### src/rtl/pt_walk_pkg.sv
package pt_walk_pkg;

    typedef enum logic [2:0] {
        WALK_IDLE  = 3'd0,
        WALK_DIR   = 3'd1,
        WALK_LEAF  = 3'd2,
        WALK_DONE  = 3'd3,
        WALK_FAULT = 3'd4
    } walk_state_e;

    localparam int ENTRY_BYTES = 4;
    localparam int VALID_BIT   = 0;
    localparam int READ_BIT    = 1;
    localparam int WRITE_BIT   = 2;

endpackage

### src/rtl/pt_entry_addr.sv
module pt_entry_addr #(
    parameter int ADDR_W    = 32,
    parameter int PAGE_BITS = 12,
    parameter int IDX_W     = 10
) (
    input  logic [ADDR_W-PAGE_BITS-1:0] table_base,
    input  logic [IDX_W-1:0]            index,
    output logic [ADDR_W-1:0]           entry_addr
);
    localparam int SCALE_SH = $clog2(pt_walk_pkg::ENTRY_BYTES);

    always_comb begin
        entry_addr = {table_base, {PAGE_BITS{1'b0}}} + (ADDR_W'(index) << SCALE_SH);
    end
endmodule

### src/rtl/pt_entry_check.sv
module pt_entry_check
    import pt_walk_pkg::*;
#(
    parameter int ADDR_W    = 32,
    parameter int PAGE_BITS = 12,
    parameter bit IS_LEAF   = 1'b0
) (
    input  logic [ADDR_W-1:0]           entry,
    input  logic                        is_write,
    output logic                        usable,
    output logic [ADDR_W-PAGE_BITS-1:0] next_base
);
    logic perm_ok;
    logic attr_unused;

    generate
        if (IS_LEAF) begin : g_leaf
            // leaf level: direction must be granted by the entry
            assign perm_ok     = is_write ? entry[WRITE_BIT] : entry[READ_BIT];
            assign attr_unused = ^entry[PAGE_BITS-1:WRITE_BIT+1];
        end else begin : g_dir
            // directory level: only the valid flag matters
            assign perm_ok     = 1'b1;
            assign attr_unused = ^{is_write, entry[PAGE_BITS-1:VALID_BIT+1]};
        end
    endgenerate

    assign usable    = entry[VALID_BIT] & perm_ok;
    assign next_base = entry[ADDR_W-1:PAGE_BITS];
endmodule

### src/rtl/pt_walker.sv
module pt_walker
    import pt_walk_pkg::*;
#(
    parameter  int DIR_BITS  = 10,
    parameter  int TBL_BITS  = 10,
    parameter  int PAGE_BITS = 12,
    localparam int ADDR_W    = DIR_BITS + TBL_BITS + PAGE_BITS,
    localparam int BASE_W    = ADDR_W - PAGE_BITS
) (
    input  logic              clk,
    input  logic              rst_n,
    input  logic              req_valid,
    output logic              req_ready,
    input  logic [ADDR_W-1:0] req_vaddr,
    input  logic              req_write,
    input  logic              paging_en,
    input  logic [BASE_W-1:0] dir_frame,
    output logic              mem_rd_valid,
    input  logic              mem_rd_ready,
    output logic [ADDR_W-1:0] mem_rd_addr,
    input  logic              mem_rsp_valid,
    input  logic [ADDR_W-1:0] mem_rsp_data,
    input  logic              mem_rsp_err,
    output logic              rsp_valid,
    output logic [ADDR_W-1:0] rsp_addr,
    output logic              rsp_write,
    output logic              rsp_fault,
    output logic              rsp_bus_err
);

    typedef struct packed {
        walk_state_e       st;
        logic              issued;
        logic              write;
        logic              fault;
        logic              bus_err;
        logic [ADDR_W-1:0] va;
        logic [BASE_W-1:0] base;
        logic [ADDR_W-1:0] out_addr;
    } walk_regs_t;

    walk_regs_t q, d;

    logic [ADDR_W-1:0] dir_addr, leaf_addr;
    logic              dir_ok, leaf_ok, entry_ok;
    logic [BASE_W-1:0] dir_next, leaf_next, next_base;

    pt_entry_addr #(.ADDR_W(ADDR_W), .PAGE_BITS(PAGE_BITS), .IDX_W(DIR_BITS)) i_dir_addr (
        .table_base (q.base),
        .index      (q.va[ADDR_W-1 -: DIR_BITS]),
        .entry_addr (dir_addr)
    );

    pt_entry_addr #(.ADDR_W(ADDR_W), .PAGE_BITS(PAGE_BITS), .IDX_W(TBL_BITS)) i_leaf_addr (
        .table_base (q.base),
        .index      (q.va[PAGE_BITS +: TBL_BITS]),
        .entry_addr (leaf_addr)
    );

    pt_entry_check #(.ADDR_W(ADDR_W), .PAGE_BITS(PAGE_BITS), .IS_LEAF(1'b0)) i_dir_check (
        .entry     (mem_rsp_data),
        .is_write  (q.write),
        .usable    (dir_ok),
        .next_base (dir_next)
    );

    pt_entry_check #(.ADDR_W(ADDR_W), .PAGE_BITS(PAGE_BITS), .IS_LEAF(1'b1)) i_leaf_check (
        .entry     (mem_rsp_data),
        .is_write  (q.write),
        .usable    (leaf_ok),
        .next_base (leaf_next)
    );

    assign entry_ok  = (q.st == WALK_LEAF) ? leaf_ok   : dir_ok;
    assign next_base = (q.st == WALK_LEAF) ? leaf_next : dir_next;

    always_comb begin
        d = q;
        case (q.st)
            WALK_IDLE: begin
                if (req_valid) begin
                    d.write   = req_write;
                    d.va      = req_vaddr;
                    d.issued  = 1'b0;
                    d.fault   = 1'b0;
                    d.bus_err = 1'b0;
                    if (paging_en) begin
                        d.base = dir_frame;
                        d.st   = WALK_DIR;
                    end else begin
                        d.out_addr = req_vaddr;
                        d.st       = WALK_DONE;
                    end
                end
            end
            WALK_DIR, WALK_LEAF: begin
                if (!q.issued && mem_rd_ready) begin
                    d.issued = 1'b1;
                end
                if (q.issued && mem_rsp_valid) begin
                    d.issued = 1'b0;
                    if (mem_rsp_err) begin
                        // an error response wins over whatever the data holds
                        d.bus_err  = 1'b1;
                        d.out_addr = q.va;
                        d.st       = WALK_FAULT;
                    end else if (!entry_ok) begin
                        d.fault    = 1'b1;
                        d.out_addr = q.va;
                        d.st       = WALK_FAULT;
                    end else if (q.st == WALK_DIR) begin
                        d.base = next_base;
                        d.st   = WALK_LEAF;
                    end else begin
                        d.out_addr = {next_base, q.va[PAGE_BITS-1:0]};
                        d.st       = WALK_DONE;
                    end
                end
            end
            default: begin
                // result shown for one cycle, then back to idle
                d.fault   = 1'b0;
                d.bus_err = 1'b0;
                d.st      = WALK_IDLE;
            end
        endcase
    end

    always_ff @(posedge clk or negedge rst_n) begin
        if (!rst_n) begin
            q <= '0;
        end else begin
            q <= d;
        end
    end

    assign req_ready    = (q.st == WALK_IDLE);
    assign mem_rd_valid = ((q.st == WALK_DIR) || (q.st == WALK_LEAF)) && !q.issued;
    assign mem_rd_addr  = (q.st == WALK_LEAF) ? leaf_addr : dir_addr;
    assign rsp_valid    = (q.st == WALK_DONE) || (q.st == WALK_FAULT);
    assign rsp_addr     = q.out_addr;
    assign rsp_write    = q.write;
    assign rsp_fault    = q.fault;
    assign rsp_bus_err  = q.bus_err;

endmodule

### config.mk
export PLATFORM = sky130hd
export DESIGN_NAME = pt_walker
export DESIGN_NICKNAME = d
export VERILOG_FILES = /design/src/rtl/pt_walk_pkg.sv /design/src/rtl/pt_entry_addr.sv /design/src/rtl/pt_entry_check.sv /design/src/rtl/pt_walker.sv
export SDC_FILE = /design/constraint.sdc
export NUM_CORES = 1
export LEC_CHECK = 0
export ABC_AREA = 0
export BUFFER_PORTS_ARGS = -buffer_cell sky130_fd_sc_hd__clkbuf_2
export CORE_UTILIZATION = 52
export DETAILED_ROUTE_END_ITERATION = 10
export PLACE_DENSITY = 0.81
export SETUP_SLACK_MARGIN = 0.02
export SYNTH_ARGS = -nofsm -noshare
export SYNTH_HDL_FRONTEND = slang
export SYNTH_SLANG_ARGS = --single-unit
### constraint.sdc
create_clock -name clk -period 2.6 [get_ports clk]
set_clock_uncertainty 0.1 [all_clocks]
set_input_delay 0.26 -clock clk [delete_from_list [all_inputs] [get_ports clk]]
set_output_delay 0.26 -clock clk [all_outputs]
set_load 0.05 [all_outputs]
==> Word-level counts from Yosys, hierarchy flattened <==
Index checks and enable logic that the tools add are counted.
Widths: inputs -> output; s select.
{ "word_totals": {"inputBits": 92, "regBits": 91} }
{ "classes": {"bitwise": 1, "n_eq_ne": 15, "n_mux": 27, "n_addsub": 2, "n_reduce_logical": 16} }
{ "op_table": {"columns": ["op", "count"], "rows": [
  ["$mux 32", 5],
  ["$pmux 52 s2", 1],
  ["$mux 91", 1],
  ["$mux 20", 4],
  ["$add 32x12->32", 2],
  ["$mux 52", 1],
  ["$ne 2x2->1 const B", 8],
  ["$mux 1", 7],
  ["$reduce_and 7->1", 1],
  ["$eq 3x2->1 const B", 2],
  ["$mux 3", 2],
  ["$pmux 3 s2", 1],
  ["$reduce_and 3->1", 2],
  ["$reduce_and 5->1", 1],
  ["$mux 2", 2],
  ["$mux 4", 1],
  ["$ne 4x4->1 const B", 1],
  ["$pmux 2 s2", 1],
  ["$reduce_and 2->1", 2],
  ["$reduce_and 4->1", 1],
  ["$eq 3x1->1 const B", 1],
  ["$eq 3x3->1 const B", 1],
  ["$logic_and 1x1->1", 3],
  ["$logic_not 3->1", 1],
  ["8 further kinds", 9]
]} }

==> Depth between registers and ports, before layout <==
{ "depth": {"depth_word": 7, "mapped_depth": 7} }

==> By module <==
A second synthesis with hierarchy kept.
{ "hier_totals": {"cells_unflattened": 642, "area_unflattened_um2": 6122.1} }
{ "by_module_without_submodules": {"columns": ["mod", "area_per_inst_um2", "seq_area_each_um2", "instances", "cells_each"], "rows": [
  ["pt_walker", 5310.1, 2277.2, 1, 533],
  ["pt_entry_addr", 244.0, 0.0, 2, 33],
  ["pt_entry_check at i_leaf_check", 166.4, 0.0, 1, 22],
  ["pt_entry_check at i_dir_check", 157.7, 0.0, 1, 21]
]} }

==> Worst setup path before layout <==
No wires, ideal clock.
{ "synth_path": {"path_kind": "reg2reg", "from": "register q[88] (netlist name)", "to": "register q[52] (netlist name)", "n_path_buf": 2, "stages_incl_launch_ff": 6, "required_ns": 2.375, "slack_ns": -0.322, "arrival_time_ns": 2.697, "path_cell_list": "dfrtp_1 buf_2 nor3_1 nand2_1 buf_2 mux2_2"} }
{ "synth_between": {"elab_chain_len": 2} }
{ "synth_lines": {"columns": ["element", "line_no", "source"], "rows": [
  ["from (decl)", "pt_walker.sv:42", "walk_regs_t q, d;"],
  ["from (signal assigned)", "pt_walker.sv:131", "q <= '0;"],
  ["from (signal assigned)", "pt_walker.sv:133", "q <= d;"],
  ["$logic_not 3->1", null, null],
  ["named net req_ready", "pt_walker.sv:13", "output logic req_ready,"],
  ["$reduce_and 2->1 (no source line)", null, null]
]} }
The timed path passes the listed nets, and every way through them passes these cells.
A chain may end at the register's enable or synchronous reset.

==> Worst setup path after layout <==
{ "layout_path": {"from": "register q[88] (netlist name)", "to": "output mem_rd_addr[2]"} }
{ "layout_between": {"elab_chain_len": 2} }
{ "layout_lines": {"columns": ["element", "line_no", "source"], "rows": [
  ["$eq 3x2->1", "pt_walker.sv:139", "assign mem_rd_addr = (q.st == WALK_LEAF) ? leaf_addr : dir_addr;"],
  ["$mux 32", "pt_walker.sv:139", null],
  ["to (decl)", "pt_walker.sv:20", "output logic [ADDR_W-1:0] mem_rd_addr,"]
]} }
Every way passes these cells.

==> results.cfg <==
[status]
outcome = complete, no violations

[global_route]
antenna_found_initial = 0
grt_usage_pct = 26.49
grt_pass1_wl_um = 20570
grt-ovfl-total = 0
grt_pass1_vias = 4122
grt_max_degree = 56

[die]
dieWidth_um = 100.9
die_area_mm2 = 0.01017
die_h_um = 100.9
rows = 35
core-area_mm2 = 0.009371
start_util_pct = 54.22
io-pin-count = 162

[synth]
synth-edff-count = 0
synth_ff_type = dfrtp_1
synth_cell_types = 39
synth_common_cells = dfrtp_1 (91), nand2_1 (60), buf_4 (57)
syn-cell-area_mm2 = 0.005081
ys_ff_latch = 91
synth_top_area_share_pct = 44.82
yosys.area.top_type = dfrtp_1
seq_area_frac_synth_pct = 44.82
postSynth.asyncResetShare_pct = 100.0
syn_area_per_cell_um2 = 10.33
ys_warn_count = 0
postSynthCellCount = 492
synth_area_leaders = dfrtp_1 (45%), mux2_2 (12%), buf_4 (8.4%)
synth.most_common_cell = dfrtp_1

[detailed_routing]
num_vias = 4122
drt_iter0_drc = 288
vias_per_cell = 5.757
wl_per_cell_um = 18.25
drt_pass1_iterations = 4
drcViolationCount = 0
wl_um = 13070
ant_nets = 0

[timing]
finalSetupTns_ns = 0
clock.fmax_mhz = 408.6
post-route-min-period_ns = 2.447
report.final.hold_viol_count = 0
period_share_pct = 94.13
relSlewSlack_pct = 50.15
layout_setup_ws_ns = 0.1527
worst_pin_slew_ns = 0.7451
finalSetupViolCount = 0
finalMaxSlewViolations = 0
grt_setup_unrepaired = false

[clock_tree]
tritoncts = yes
cts.sinks = 91
cts_setup_buffers = 0
cts.clk_slew.worst_paths_ns = 0.09
numCtsBuffers = 9
clk_path_buf_depth = 2
h-tree-depth = 3
clk_latency_ns = 0.36
cts_root_buf = clkbuf_8

[setup_path]
criticalPathCategory = flip-flop to primary output
arrival_ns = 2.09
cp_cell_sequence = nor3b_4 > buf_4 > mux2_2 > clkbuf_2
slowest_delay_ns = 0.52
cp-start-kind = flip-flop
reg2reg_depth = 5
r2r-start = q[89]$_DFFE_PN0P_
reg2reg_to = rsp_addr[2]$_DFFE_PN0P_
cp_slowest_cell = dfrtp_2
crit_required_ns = 2.24
r2r_setup_slack_ns = 0.33
setup.worst_path.end_class = primary output
crit_path_start = q[88]$_DFFE_PN0P_
worst-path-max-fanout = 13

[place]
port_buffers = 150
preCtsSetupSlack_ns = 0.2670
post-dp-hpwl_um = 9231
gp_congestion = 0.8330

[cells_and_area]
syn_to_final_growth_pct = 14.97
final_layout_size_suffix_gt1_share_pct = 42.93
n_antenna_cell = 0
layout.nets = 674
fillerInstances = 810

[power]
cellPowerDensity_mw_per_mm2 = 1498
ir_drop_v = 0.0008820
leakagePower_nw = 2.748

[min_path]
worstHoldStart = req_write
hold_path_end = rsp_write$_DFFE_PN0P_
whs_path_depth = 2
hold_class = input port to flip-flop

[job]
maxCapViolations = 0
==> sequential cells by signal, summed over array words and instances (netlist names) <==
name,count
rsp_bus_err,1
rsp_addr,32
rsp_fault,1
rsp_write,1
q,56
==> critical path, delay by kind of cell (launching register included) <==
| family | cells | cell delay, ns |
|---|---|---|
| buffers and inverters | 2 | 0.50 |
| muxes | 1 | 0.38 |
| and+or+nand+nor | 1 | 0.33 |
| DFF | 1 | 0.52 |
==> timing repair <==
action                                  4_1_cts  5_1_grt
endpoints found under the setup margin        0       10
resized for setup                             0        2
hold endpoints to repair                     40        0
hold buffers                                  1        0
==> kinds of logic after synthesis <==
kind of cell / after synthesis / share of synthesized area [%]
AO/OA/AOI/OAI: 84 / 11.43
XOR/XNOR: 1 / 0.1724
buffers and inverters: 97 / 11.77
flip-flops: 91 / 44.82
multiplexers: 85 / 18.79
other: 1 / 0.07380
AND/OR/NAND/NOR: 133 / 12.95
==> metrics by stage <==
| step | hold WS [ns] | instance area [um^2] | std cells | util [%] | total power [mW] |
|---|---|---|---|---|---|
| after floorplan | -0.1356 | 5090 | 493 | - | 6.961 |
| after global placement | 0.1800 | 5637 | 699 | 60.15 | 7.623 |
| after detailed placement | 0.1816 | 5637 | 699 | 60.15 | 7.810 |
| after CTS | 0.02923 | 5839 | 716 | 62.31 | 8.773 |
| after global routing | 0.02453 | 5842 | 716 | 62.34 | 9.214 |
| final | 0.04011 | 5842 | 716 | 62.34 | 8.751 |
==> worst max path at each step <==
stage	slack [ns]	endpoint	depth (start not counted)
after floorplan	0.24	q[52]$_DFFE_PN0P_	5
after global placement	0.37	rsp_addr[2]$_DFFE_PN0P_	5
after detailed placement	0.27	q[40]$_DFFE_PN0P_	5
after CTS	0.05	mem_rd_valid	6
after global routing	0.08	mem_rd_valid	6
final	0.15	mem_rd_addr[2]	4
==> report_power, final <==
group / internal (mW) / switching, mW
sequential: 2.09 / 0.477
clock: 0.447 / 0.508
combinational: 1.67 / 3.55
total: 4.22 / 4.54
==> cells in the final DEF (no fill, tap or decap), drive strengths merged, types with 4 or more instances in the layout <==
cell and n:
a211oi 5, a21oi 15, a221o 20, a31oi 12
buf 23, clkbuf 158, dfrtp 91, inv 4
mux2 83, nand2 60, nand3 34, nor4 21
o21ai 25
==> cell type report <==
type                            count  area, um^2  share of cell area, %
Clock inverter                      6       65.06                  1.114
Clock buffer                       10       127.6                  2.185
Multi-Input combinational cell    305        2248                  38.49
Inverter                            3       11.26                 0.1928
Timing Repair Buffer              172       948.4                  16.23
Tap cell                          129       161.4                  2.763
Sequential cell                    91        2280                  39.02
==> metal layers <==
layer | GRT usage (%) | wire length, um
met1 | 33.30 | 5407
met2 | 44.94 | 6496
met3 | 5.409 | 902
met4 | 10.26 | 262
met5 | 0 | 0
No activity file was read; power rests on OpenSTA's default activity.
